===== src/rtl/psd_pkg.sv =====
package psd_pkg;

  // A BCD digit is legal only in the range 0..9.
  function automatic logic bcd_ok(input logic [3:0] d);
    return d <= 4'd9;
  endfunction

  // Number of prescaler periods run at the high modulus.
  function automatic int unsigned swallow_preset(input int unsigned pre_mod,
                                                 input logic [3:0] tens,
                                                 input logic [3:0] units);
    return pre_mod - (32'(tens) * 32'd10 + 32'(units));
  endfunction

  // Number of prescaler periods in a whole divide cycle.
  function automatic int unsigned main_preset(input int unsigned main_base,
                                              input logic [3:0] hund);
    return main_base - 32'(hund);
  endfunction

endpackage


===== src/rtl/psd_chan_word.sv =====
module psd_chan_word
  import psd_pkg::*;
(
  input  logic       clk,
  input  logic       rst,
  input  logic       load,
  input  logic [3:0] dig_h,
  input  logic [3:0] dig_t,
  input  logic [3:0] dig_u,
  output logic [3:0] word_h,
  output logic [3:0] word_t,
  output logic [3:0] word_u,
  output logic       bcd_err
);

  logic digits_ok;
  assign digits_ok = bcd_ok(dig_h) && bcd_ok(dig_t) && bcd_ok(dig_u);

  always_ff @(posedge clk) begin
    if (rst) begin
      word_h  <= 4'd0;
      word_t  <= 4'd0;
      word_u  <= 4'd0;
      bcd_err <= 1'b0;
    end else if (load) begin
      if (digits_ok) begin
        word_h  <= dig_h;
        word_t  <= dig_t;
        word_u  <= dig_u;
        bcd_err <= 1'b0;
      end else begin
        bcd_err <= 1'b1;
      end
    end
  end

  // a bad digit raises the flag on the next clock
  p_bad_flag_r5: assert property (@(posedge clk) disable iff (rst)
    (load && !digits_ok) |=> bcd_err);

  // a refused word leaves the pending word untouched
  p_bad_keep_r5: assert property (@(posedge clk) disable iff (rst)
    (load && !digits_ok) |=> ($stable(word_h) && $stable(word_t) && $stable(word_u)));

  // a good word clears the flag
  p_good_clear_r6: assert property (@(posedge clk) disable iff (rst)
    (load && digits_ok) |=> !bcd_err);

endmodule


===== src/rtl/psd_prescaler.sv =====
module psd_prescaler #(
  parameter int PRE_MOD = 100,
  parameter int PW      = $clog2(PRE_MOD + 1)
) (
  input  logic clk,
  input  logic rst,
  input  logic sel_plus1,
  output logic pre_wrap
);

  localparam logic [PW-1:0] LAST_LO = PW'(PRE_MOD - 1);
  localparam logic [PW-1:0] LAST_HI = PW'(PRE_MOD);

  logic [PW-1:0] phase;

  assign pre_wrap = sel_plus1 ? (phase == LAST_HI) : (phase == LAST_LO);

  always_ff @(posedge clk) begin
    if (rst)           phase <= '0;
    else if (pre_wrap) phase <= '0;
    else               phase <= phase + 1'b1;
  end

  // the phase never passes the high modulus
  p_phase_range_r3: assert property (@(posedge clk) disable iff (rst)
    phase <= LAST_HI);

  // with the low modulus selected the phase stays below it
  p_low_range_r3: assert property (@(posedge clk) disable iff (rst)
    !sel_plus1 |-> phase <= LAST_LO);

  // each wrap starts a fresh prescaler period
  p_wrap_restart_r1: assert property (@(posedge clk) disable iff (rst)
    pre_wrap |=> phase == '0);

endmodule


===== src/rtl/psd_counters.sv =====
module psd_counters #(
  parameter int SW = 7,
  parameter int MW = 8,
  parameter logic [SW-1:0] SW_RST = '0,
  parameter logic [MW-1:0] MN_RST = '1
) (
  input  logic          clk,
  input  logic          rst,
  input  logic          pre_wrap,
  input  logic [SW-1:0] sw_init,
  input  logic [MW-1:0] mn_init,
  output logic          sel_plus1,
  output logic          term_hit
);

  logic [SW-1:0] sw_left;
  logic [MW-1:0] mn_left;

  assign sel_plus1 = (sw_left != '0);
  assign term_hit  = pre_wrap && (mn_left == MW'(1));

  always_ff @(posedge clk) begin
    if (rst) begin
      sw_left <= SW_RST;
      mn_left <= MN_RST;
    end else if (term_hit) begin
      sw_left <= sw_init;
      mn_left <= mn_init;
    end else if (pre_wrap) begin
      mn_left <= mn_left - 1'b1;
      if (sw_left != '0) sw_left <= sw_left - 1'b1;
    end
  end

  // the terminal count lasts a single clock
  p_one_clock_r2: assert property (@(posedge clk) disable iff (rst)
    term_hit |=> !term_hit);

  // the swallow count runs out before the main count does
  p_swallow_below_main_r3: assert property (@(posedge clk) disable iff (rst)
    MW'(sw_left) < mn_left);

  // the main counter never reaches zero
  p_main_live_r1: assert property (@(posedge clk) disable iff (rst)
    mn_left != '0);

endmodule


===== src/rtl/psd_divider.sv =====
module psd_divider
  import psd_pkg::*;
#(
  parameter int TERM_CNT  = 24200,
  parameter int CHAIN_OFS = 3200,
  parameter int PRE_MOD   = 100
) (
  input  logic       clk,
  input  logic       rst,
  input  logic       load,
  input  logic [3:0] ch_hund,
  input  logic [3:0] ch_tens,
  input  logic [3:0] ch_unit,
  output logic       div_pulse,
  output logic       mod_sel,
  output logic       bcd_err
);

  localparam int SPAN      = TERM_CNT - CHAIN_OFS;
  localparam int MAIN_BASE = SPAN / PRE_MOD - 1;
  localparam int MW        = $clog2(MAIN_BASE + 1);
  localparam int SW        = $clog2(PRE_MOD + 1);
  localparam logic [SW-1:0] SW_RST = SW'(PRE_MOD);
  localparam logic [MW-1:0] MN_RST = MW'(MAIN_BASE);

  logic [3:0]    word_h, word_t, word_u;
  logic [SW-1:0] sw_init;
  logic [MW-1:0] mn_init;
  logic          pre_wrap;
  logic          sel_plus1;
  logic          term_hit;

  assign sw_init = SW'(swallow_preset(PRE_MOD, word_t, word_u));
  assign mn_init = MW'(main_preset(MAIN_BASE, word_h));

  psd_chan_word u_word (
    .clk     (clk),
    .rst     (rst),
    .load    (load),
    .dig_h   (ch_hund),
    .dig_t   (ch_tens),
    .dig_u   (ch_unit),
    .word_h  (word_h),
    .word_t  (word_t),
    .word_u  (word_u),
    .bcd_err (bcd_err)
  );

  psd_prescaler #(.PRE_MOD(PRE_MOD), .PW(SW)) u_pre (
    .clk       (clk),
    .rst       (rst),
    .sel_plus1 (sel_plus1),
    .pre_wrap  (pre_wrap)
  );

  psd_counters #(.SW(SW), .MW(MW), .SW_RST(SW_RST), .MN_RST(MN_RST)) u_cnt (
    .clk       (clk),
    .rst       (rst),
    .pre_wrap  (pre_wrap),
    .sw_init   (sw_init),
    .mn_init   (mn_init),
    .sel_plus1 (sel_plus1),
    .term_hit  (term_hit)
  );

  assign div_pulse = term_hit;
  assign mod_sel   = sel_plus1;

  // leaving reset shows channel 000 state at the ports
  p_reset_state_r7: assert property (@(posedge clk)
    rst |=> (mod_sel && !div_pulse && !bcd_err));

  // a pulse never falls while the high modulus is selected
  p_pulse_low_mod_r3: assert property (@(posedge clk) disable iff (rst)
    div_pulse |-> !mod_sel);

endmodule


===== config.mk =====
export PLATFORM = sky130hd
export DESIGN_NAME = psd_divider
export DESIGN_NICKNAME = d
export VERILOG_FILES = /design/src/rtl/psd_pkg.sv /design/src/rtl/psd_chan_word.sv /design/src/rtl/psd_prescaler.sv /design/src/rtl/psd_counters.sv /design/src/rtl/psd_divider.sv
export SDC_FILE = /design/constraint.sdc
export NUM_CORES = 1
export LEC_CHECK = 0
export BUFFER_PORTS_ARGS = -buffer_cell sky130_fd_sc_hd__buf_2
export CAP_MARGIN = 20
export CORE_ASPECT_RATIO = 0.9
export CORE_UTILIZATION = 30
export DETAILED_ROUTE_END_ITERATION = 7
export PLACE_DENSITY = 0.56
export SLEW_MARGIN = 25
export SYNTH_ARGS = -nofsm -noshare
export SYNTH_HDL_FRONTEND = slang
export SYNTH_HIERARCHICAL = 1
export SYNTH_SLANG_ARGS = --single-unit
export TNS_END_PERCENT = 100

===== constraint.sdc =====
create_clock -name clk -period 4.9 [get_ports clk]
set_input_delay 0.49 -clock clk [delete_from_list [all_inputs] [get_ports clk]]
set_output_delay 0.49 -clock clk [all_outputs]
set_load 0.02 [all_outputs]

==> impl_results.md, run 1 <==
* Most used flip-flop cell after synthesis: dfxtp_1
* Nets at 323
* Clock sinks at 35
* Yosys cell types at 67
* Pin count of the biggest net entering global routing at 40
* Area grow syn2layout at 9.25%
* Cell area after synthesis at 2420 µm²
* Fin Clk Skew at 0.00443 ns
* Count leader, synth: dfxtp_1
* Element type at the critical path start: register
* Detailed Route Iter0 Violations at 109
* Die width at 96.7 µm
* Fin. Hold Viols at 0
* Wire per inst at 12.5 µm
* Post-route insts no fill at 387
* Tcrit/Tclk final at 67.8%
* Initial Util at 31.5%
* HPWL Detailed at 3630 µm
* #FFs+latches synth at 35
* Top post-synthesis cells by area: dfxtp_1, ha_1, mux2i_1, nand2b_1, nor2_1
* Setup bufs post-CTS at 0
* Num rows at 30
* Root Buffer: clkbuf_8
* Hold Buf Count CTS at 0
* LEAKAGE at 0.964 nW
* Placer Congestion at 0.765
* Final min period at 3.32 ns
* HP Start: load
* Setup violations, final at 0
* Vias in the first global route at 1836
* R2R Setup Slk at 1.58 ns
* Antenna cells at 0
* Number of port buffers at 17
* First-pass GRT wire length at 8690 µm
* DP Cell Count at 379
* Cts repair resizes at 0
* Worst-path maximum fanout at 16
* Setup TNS at 0 ns
* Syn Inst Count at 273
* Multi-input gate area in the final layout at 1580 µm²
* FF-to-FF End: u_cnt/mn_left[2]$_SDFFE_PP0P_
* DRT Pass-1 Iters at 4
* Final wirelength at 4850 µm
* Grt total ovfl at 0
* Hold Crit Depth at 3
* Share of async-settable or async-resettable flops after synthesis at 0%
* Initial antenna violation count at 0
* Syn Area/Cell at 8.87 µm²
* Worst-Margin Slew at 0.767 ns
* Max_slew headroom at 48.9%
* Fillers at 775
* Total power at 0.602 mW
* Maximum clock rate at 301 MHz
* Remaining antenna violation count at 0
* R2R cell count at 11
* Layout cells sized above 1 at 16.2%
* Post-synth EDFFs at 0
* Status: finished clean
* Worst setup EP type: register
* Worst-path clk slew at 0.07 ns
* Tot GR Track Use at 12.5%
* I/O pins at 18
* Max-cap violations at 0
* Worst hold slack at 0.460 ns
* CP required at 5.05 ns
* Sink of the worst hold path: u_word/bcd_err$_SDFFE_PP0P_
* TritonCTS Buffers at 5
* Core Area at 7690 µm²
* Hold/Removal Path Class: input pin to register
* Top cell type's share of synthesized area at 28.9%
* Slew Viols, Final at 0
* Register area at 701 µm²
* Fin area at 2650 µm²
* Reg-to-Reg Start: u_cnt/sw_left[0]$_SDFFE_PP0P_
* Setup CP Type: register to register
* Placed cell areas at 2560 µm²
* Commonest cells in the netlist: dfxtp_1, nand2b_1, nor2_1
* Peak VDD IR at 0.144 mV
* Yosys warns at 6
* H-tree depth at 2
* RSZ-0062 raised after global routing: false
* Total Die Area at 8430 µm²
* DRC viols at 0
* Post-DR vias/cell at 5.05
* Clock insertion delay at the later pin of the skew report at 0.29 ns
* Worst-case clock buffer depth at 2
* Post-synthesis sequential area ratio at 28.9%
* Power Density at 228 nW/µm²
* CTS tree: yes
* Largest area contributor in the netlist: dfxtp_1
* Arr. time, crit path at 3.48 ns
* Chip Height at 87.2 µm
* Vias at 1956
## layer usage
layer | up-vias | global-route usage (%) | routed length, µm
li1 | 1010 | - | -
met1 | 911 | 16.8 | 2570
met2 | 29 | 20.2 | 2080
met3 | 6 | 2.41 | 144
met4 | 0 | 3.66 | 57
met5 | - | 0 | 0
## critical path: stages (launching register included)
cell and delay, ns:
dfxtp_1 0.34, inv_1 0.09, ha_1 0.17, nor3b_1 0.52
nand2_1 0.19, o22a_2 0.26, nor3_1 0.18, buf_4 0.23
nand4bb_1 0.21, or3_1 0.66, mux2i_1 0.23, o22ai_1 0.09
## worst max path at each step
| stage | start | end | slack [ns] |
|---|---|---|---|
| finish | u_cnt/sw_left[0]$_SDFFE_PP0P_ | u_cnt/mn_left[2]$_SDFFE_PP0P_ | 1.58 |
| floorplan | u_cnt/sw_left[0]$_SDFFE_PP0P_ | div_pulse | 1.51 |
| global route | u_cnt/sw_left[0]$_SDFFE_PP0P_ | u_cnt/mn_left[1]$_SDFFE_PP0P_ | 1.23 |
| global placement | u_cnt/sw_left[0]$_SDFFE_PP0P_ | u_cnt/mn_left[0]$_SDFFE_PP1P_ | 1.72 |
| CTS | u_cnt/sw_left[0]$_SDFFE_PP0P_ | u_cnt/mn_left[2]$_SDFFE_PP0P_ | 1.60 |
| detailed placement | u_cnt/sw_left[0]$_SDFFE_PP0P_ | u_cnt/mn_left[2]$_SDFFE_PP0P_ | 1.62 |
## per-stage QoR
stage	utilization [%]	worst slack, ns
floorplan	-	1.51
global placement	33.3	1.72
finish	34.4	1.58
CTS	34.4	1.60
global route	34.4	1.23
detailed placement	33.3	1.62
## cells in the final DEF (no fill, tap or decap), types with 3 or more instances in the layout
master	instances
a211oi_2	3
xnor2_1	6
nand2_1	14
or3_1	5
clkbuf_8	5
o21ai_0	8
ha_1	16
nand3_1	5
inv_1	17
nor2_1	20
nand2b_1	24
or4_1	3
nor4_1	3
conb_1	3
xor2_1	4
a21oi_1	6
mux2i_1	15
a211oi_1	5
or2b_1	5
dfxtp_1	35
nor3_1	12
o21ai_1	4
buf_2	17
## flip-flops by register name, indices dropped and copies added, names as in the netlist
name,cells
u_cnt/sw_left,7
u_cnt/mn_left,8
u_pre/phase,7
u_word/bcd_err,1
u_word/word_u,4
u_word/word_h,4
u_word/word_t,4
## layout make-up
cell class              instances  area share, %
well taps                      96           4.54
flip-flops and latches         35           26.5
repair buffers                 18           3.50
inverters                      18           2.55
clock buffers                   6           2.74
multi-input cells             212           59.7
clock inverters                 2          0.473
## power by group
part / leakage [nW] / internal [mW] / switching [mW]
Combinational: 0.639 / 0.0448 / 0.0511
Clock: 0.0412 / 0.0994 / 0.108
Sequential: 0.284 / 0.291 / 0.00739
## logic make-up (layout without fill, tap and decap cells)
| family | count (synthesis) | count (layout) | share of synthesized area, % |
|---|---|---|---|
| adders and majority gates | 18 | 18 | 9.92 |
| muxes | 16 | 16 | 6.67 |
| DFF | 35 | 35 | 28.9 |
| other | 2 | 3 | 0.310 |
| buffers and inverters | 27 | 44 | 5.99 |
| xor gates and xnor gates | 11 | 11 | 4.29 |
| AOI/OAI and AO/OA | 53 | 53 | 17.1 |
| and+or+nand+nor | 111 | 111 | 26.8 |
No activity file was read; power rests on OpenSTA's default activity.
==> inputs of run 2 (changes only) <==
==> constraint.sdc (replaced) <==
create_clock -name clk -period 3.2 [get_ports clk]
set_input_delay 0.32 -clock clk [delete_from_list [all_inputs] [get_ports clk]]
set_output_delay 0.32 -clock clk [all_outputs]
set_load 0.02 [all_outputs]
==> run 2 against run 1 <==
  * Clock power grew 54%
  * Register-to-register slack lost 1.2 ns
  * Worst hold slack lost 0.18 ns
  * Count of clock-buffer cells in the layout is the same
  * Sequential cell count is the same
  * Core utilization grew 0.44 points
  * Critical path depth is the same
  * Worst setup slack lost 1.2 ns
  * Non-clock buffer count grew 3
  * Combinational power grew 50%
  * Via count shrank 1.2%
  * Die area is the same
==> impl_results.md, run 2 (synthesis results as in run 1) <==
* Slowest CP cell: or4_1
* Remaining antenna violation count at 0
* Root Buffer: clkbuf_8
* Num rows at 30
* Nets at 326
* Die width at 96.7 µm
* Initial antenna violation count at 0
* Commonest non-fill, non-tap cells in the layout: dfxtp_1, nand2b_1, nor2_1
* Hold/Removal Path Class: input pin to register
* Clock insertion delay at the later pin of the skew report at 0.29 ns
* Vias in the first global route at 1761
* CTS tree: yes
* Worst-case clock buffer depth at 2
* CP Capture Point: u_cnt/sw_left[5]$_SDFFE_PP1P_
* Final min period at 2.82 ns
* Total power at 0.920 mW
* Wire per inst at 11.7 µm
* Arr. time, crit path at 3.03 ns
* Reg-to-Reg Start: u_cnt/sw_left[1]$_SDFFE_PP0P_
* CP Cell Sequence: inv_1 > ha_1 > nor3b_1 > nand2_1 > o22a_2 > nor3_1 > buf_4 > or3b_1 > or4_1 > and3_1 > o21ai_1
* Element type at the critical path start: register
* Setup bufs post-CTS at 0
* Setup violations, final at 0
* Worst-path maximum fanout at 15
* Clock sinks at 35
* R2R Setup Slk at 0.38 ns
* DRT Pass-1 Iters at 4
* Antenna cells at 0
* Worst-Margin Slew at 0.764 ns
* First-pass GRT wire length at 8140 µm
* Setup TNS at 0 ns
* Worst setup EP type: register
* CP max stage delay at 0.39 ns
* CP top delay family: simple AND/OR/NAND/NOR gates
* Initial Util at 31.5%
* LEAKAGE at 0.982 nW
* Vias at 1933
* H-tree depth at 2
* CP Launch Point: u_cnt/sw_left[1]$_SDFFE_PP0P_
* Pin count of the biggest net entering global routing at 40
* Top flop regs: u_cnt/mn_left: 8 flops, u_cnt/sw_left: 7 flops, u_pre/phase: 7 flops
* TritonCTS Buffers at 5
* Final wirelength at 4580 µm
* Fin Clk Skew at 0.00640 ns
* Post-DR vias/cell at 4.96
* Grt total ovfl at 0
* Worst Path Buf+Inv at 2
* Core Area at 7690 µm²
* Peak VDD IR at 0.192 mV
* Maximum clock rate at 355 MHz
* I/O pins at 18
* Tot GR Track Use at 11.7%
* Reg with most FFs: u_cnt/mn_left
* FF-to-FF End: u_cnt/sw_left[5]$_SDFFE_PP1P_
* Area grow syn2layout at 10.6%
* Slew Viols, Final at 0
* R2R cell count at 11
* Fin. Hold Viols at 0
* CP required at 3.42 ns
* Detailed Route Iter0 Violations at 109
* Max-cap violations at 0
* Status: finished clean
* Number of port buffers at 17
* Most common cell after layout, fill and taps aside: dfxtp_1
* Power Density at 344 nW/µm²
* Setup CP Type: register to register
* RSZ-0062 raised after global routing: false
* DRC viols at 0
* Placer Congestion at 0.780
* Max FFs per register at 8
* Max_slew headroom at 49.1%
* Layout cells sized above 1 at 17.7%
* Critical path depth at 11
* Tcrit/Tclk final at 88.0%
* Chip Height at 87.2 µm
* HPWL Detailed at 3360 µm
* Worst-path clk slew at 0.08 ns
* Total Die Area at 8430 µm²
## run 2: changes by cell type in the layout (fill, tap and decap cells not counted), sizes merged
cell / previous run / this run
buf: 18 / 21
## run 2: per-layer routing
| metal | GRT usage, % | vias to the layer above | wire length (µm) |
|---|---|---|---|
| met2 | 19.0 | 27 | 1970 |
| li1 | - | 1019 | - |
| met4 | 2.85 | 0 | 48 |
| met5 | 0 | - | 0 |
| met1 | 15.8 | 882 | 2430 |
| met3 | 2.65 | 5 | 130 |
## run 2: worst min-delay path by stage
stage | slack (ns) | endpoint | cells past startpoint | from
3_3_place_gp | 0.46 | u_word/word_u[3]$_SDFFE_PP0P_ | 2 | u_word/word_u[3]$_SDFFE_PP0P_
5_1_grt | 0.29 | u_word/word_h[0]$_SDFFE_PP0P_ | 3 | ch_hund[0]
3_5_place_dp | 0.47 | u_word/word_h[0]$_SDFFE_PP0P_ | 2 | u_word/word_h[0]$_SDFFE_PP0P_
6_report | 0.28 | u_word/word_h[0]$_SDFFE_PP0P_ | 3 | ch_hund[0]
4_1_cts | 0.28 | u_word/word_h[0]$_SDFFE_PP0P_ | 3 | ch_hund[0]
2_1_floorplan | 0.45 | u_word/word_u[3]$_SDFFE_PP0P_ | 2 | u_word/word_u[3]$_SDFFE_PP0P_
## run 2: cell type report
class / count / area [µm²]
clock buffers: 6 / 72.6
clock inverters: 2 / 12.5
fillers: 778 / 5020
inverters: 18 / 67.6
multi-input cells: 212 / 1590
flip-flops and latches: 35 / 701
well taps: 96 / 120
repair buffers: 21 / 115
## run 2: worst reg2reg max path, stage by stage (launching register included)
cell and delay [ns]:
dfxtp_1 0.32, inv_1 0.09, ha_1 0.16, nor3b_1 0.24, nand2_1 0.13, o22a_2 0.26, nor3_1 0.24, buf_4 0.24
or3b_1 0.38, or4_1 0.39, and3_1 0.17, o21ai_1 0.11
## run 2: power by group
group / leakage, nW / switching (mW) / internal [mW]
sequential: 0.284 / 0.0105 / 0.446
clock: 0.0412 / 0.168 / 0.152
combinational: 0.657 / 0.0758 / 0.0684
## run 2: metrics by stage
stage	worst slack, ns	instance area [µm²]	utilization [%]	hold slack [ns]	instances
detailed placement	0.338	2590	33.6	0.466	382
global route	0.0508	2680	34.8	0.287	390
floorplan	0.0853	2430	-	0.449	274
global placement	0.409	2590	33.6	0.462	382
CTS	0.332	2670	34.7	0.276	390
finish	0.384	2680	34.8	0.282	390
## run 2: what timing repair did
action,in CTS,in global routing
resized for setup,0,1
setup endpoints to repair,0,1
hold buffers,0,0
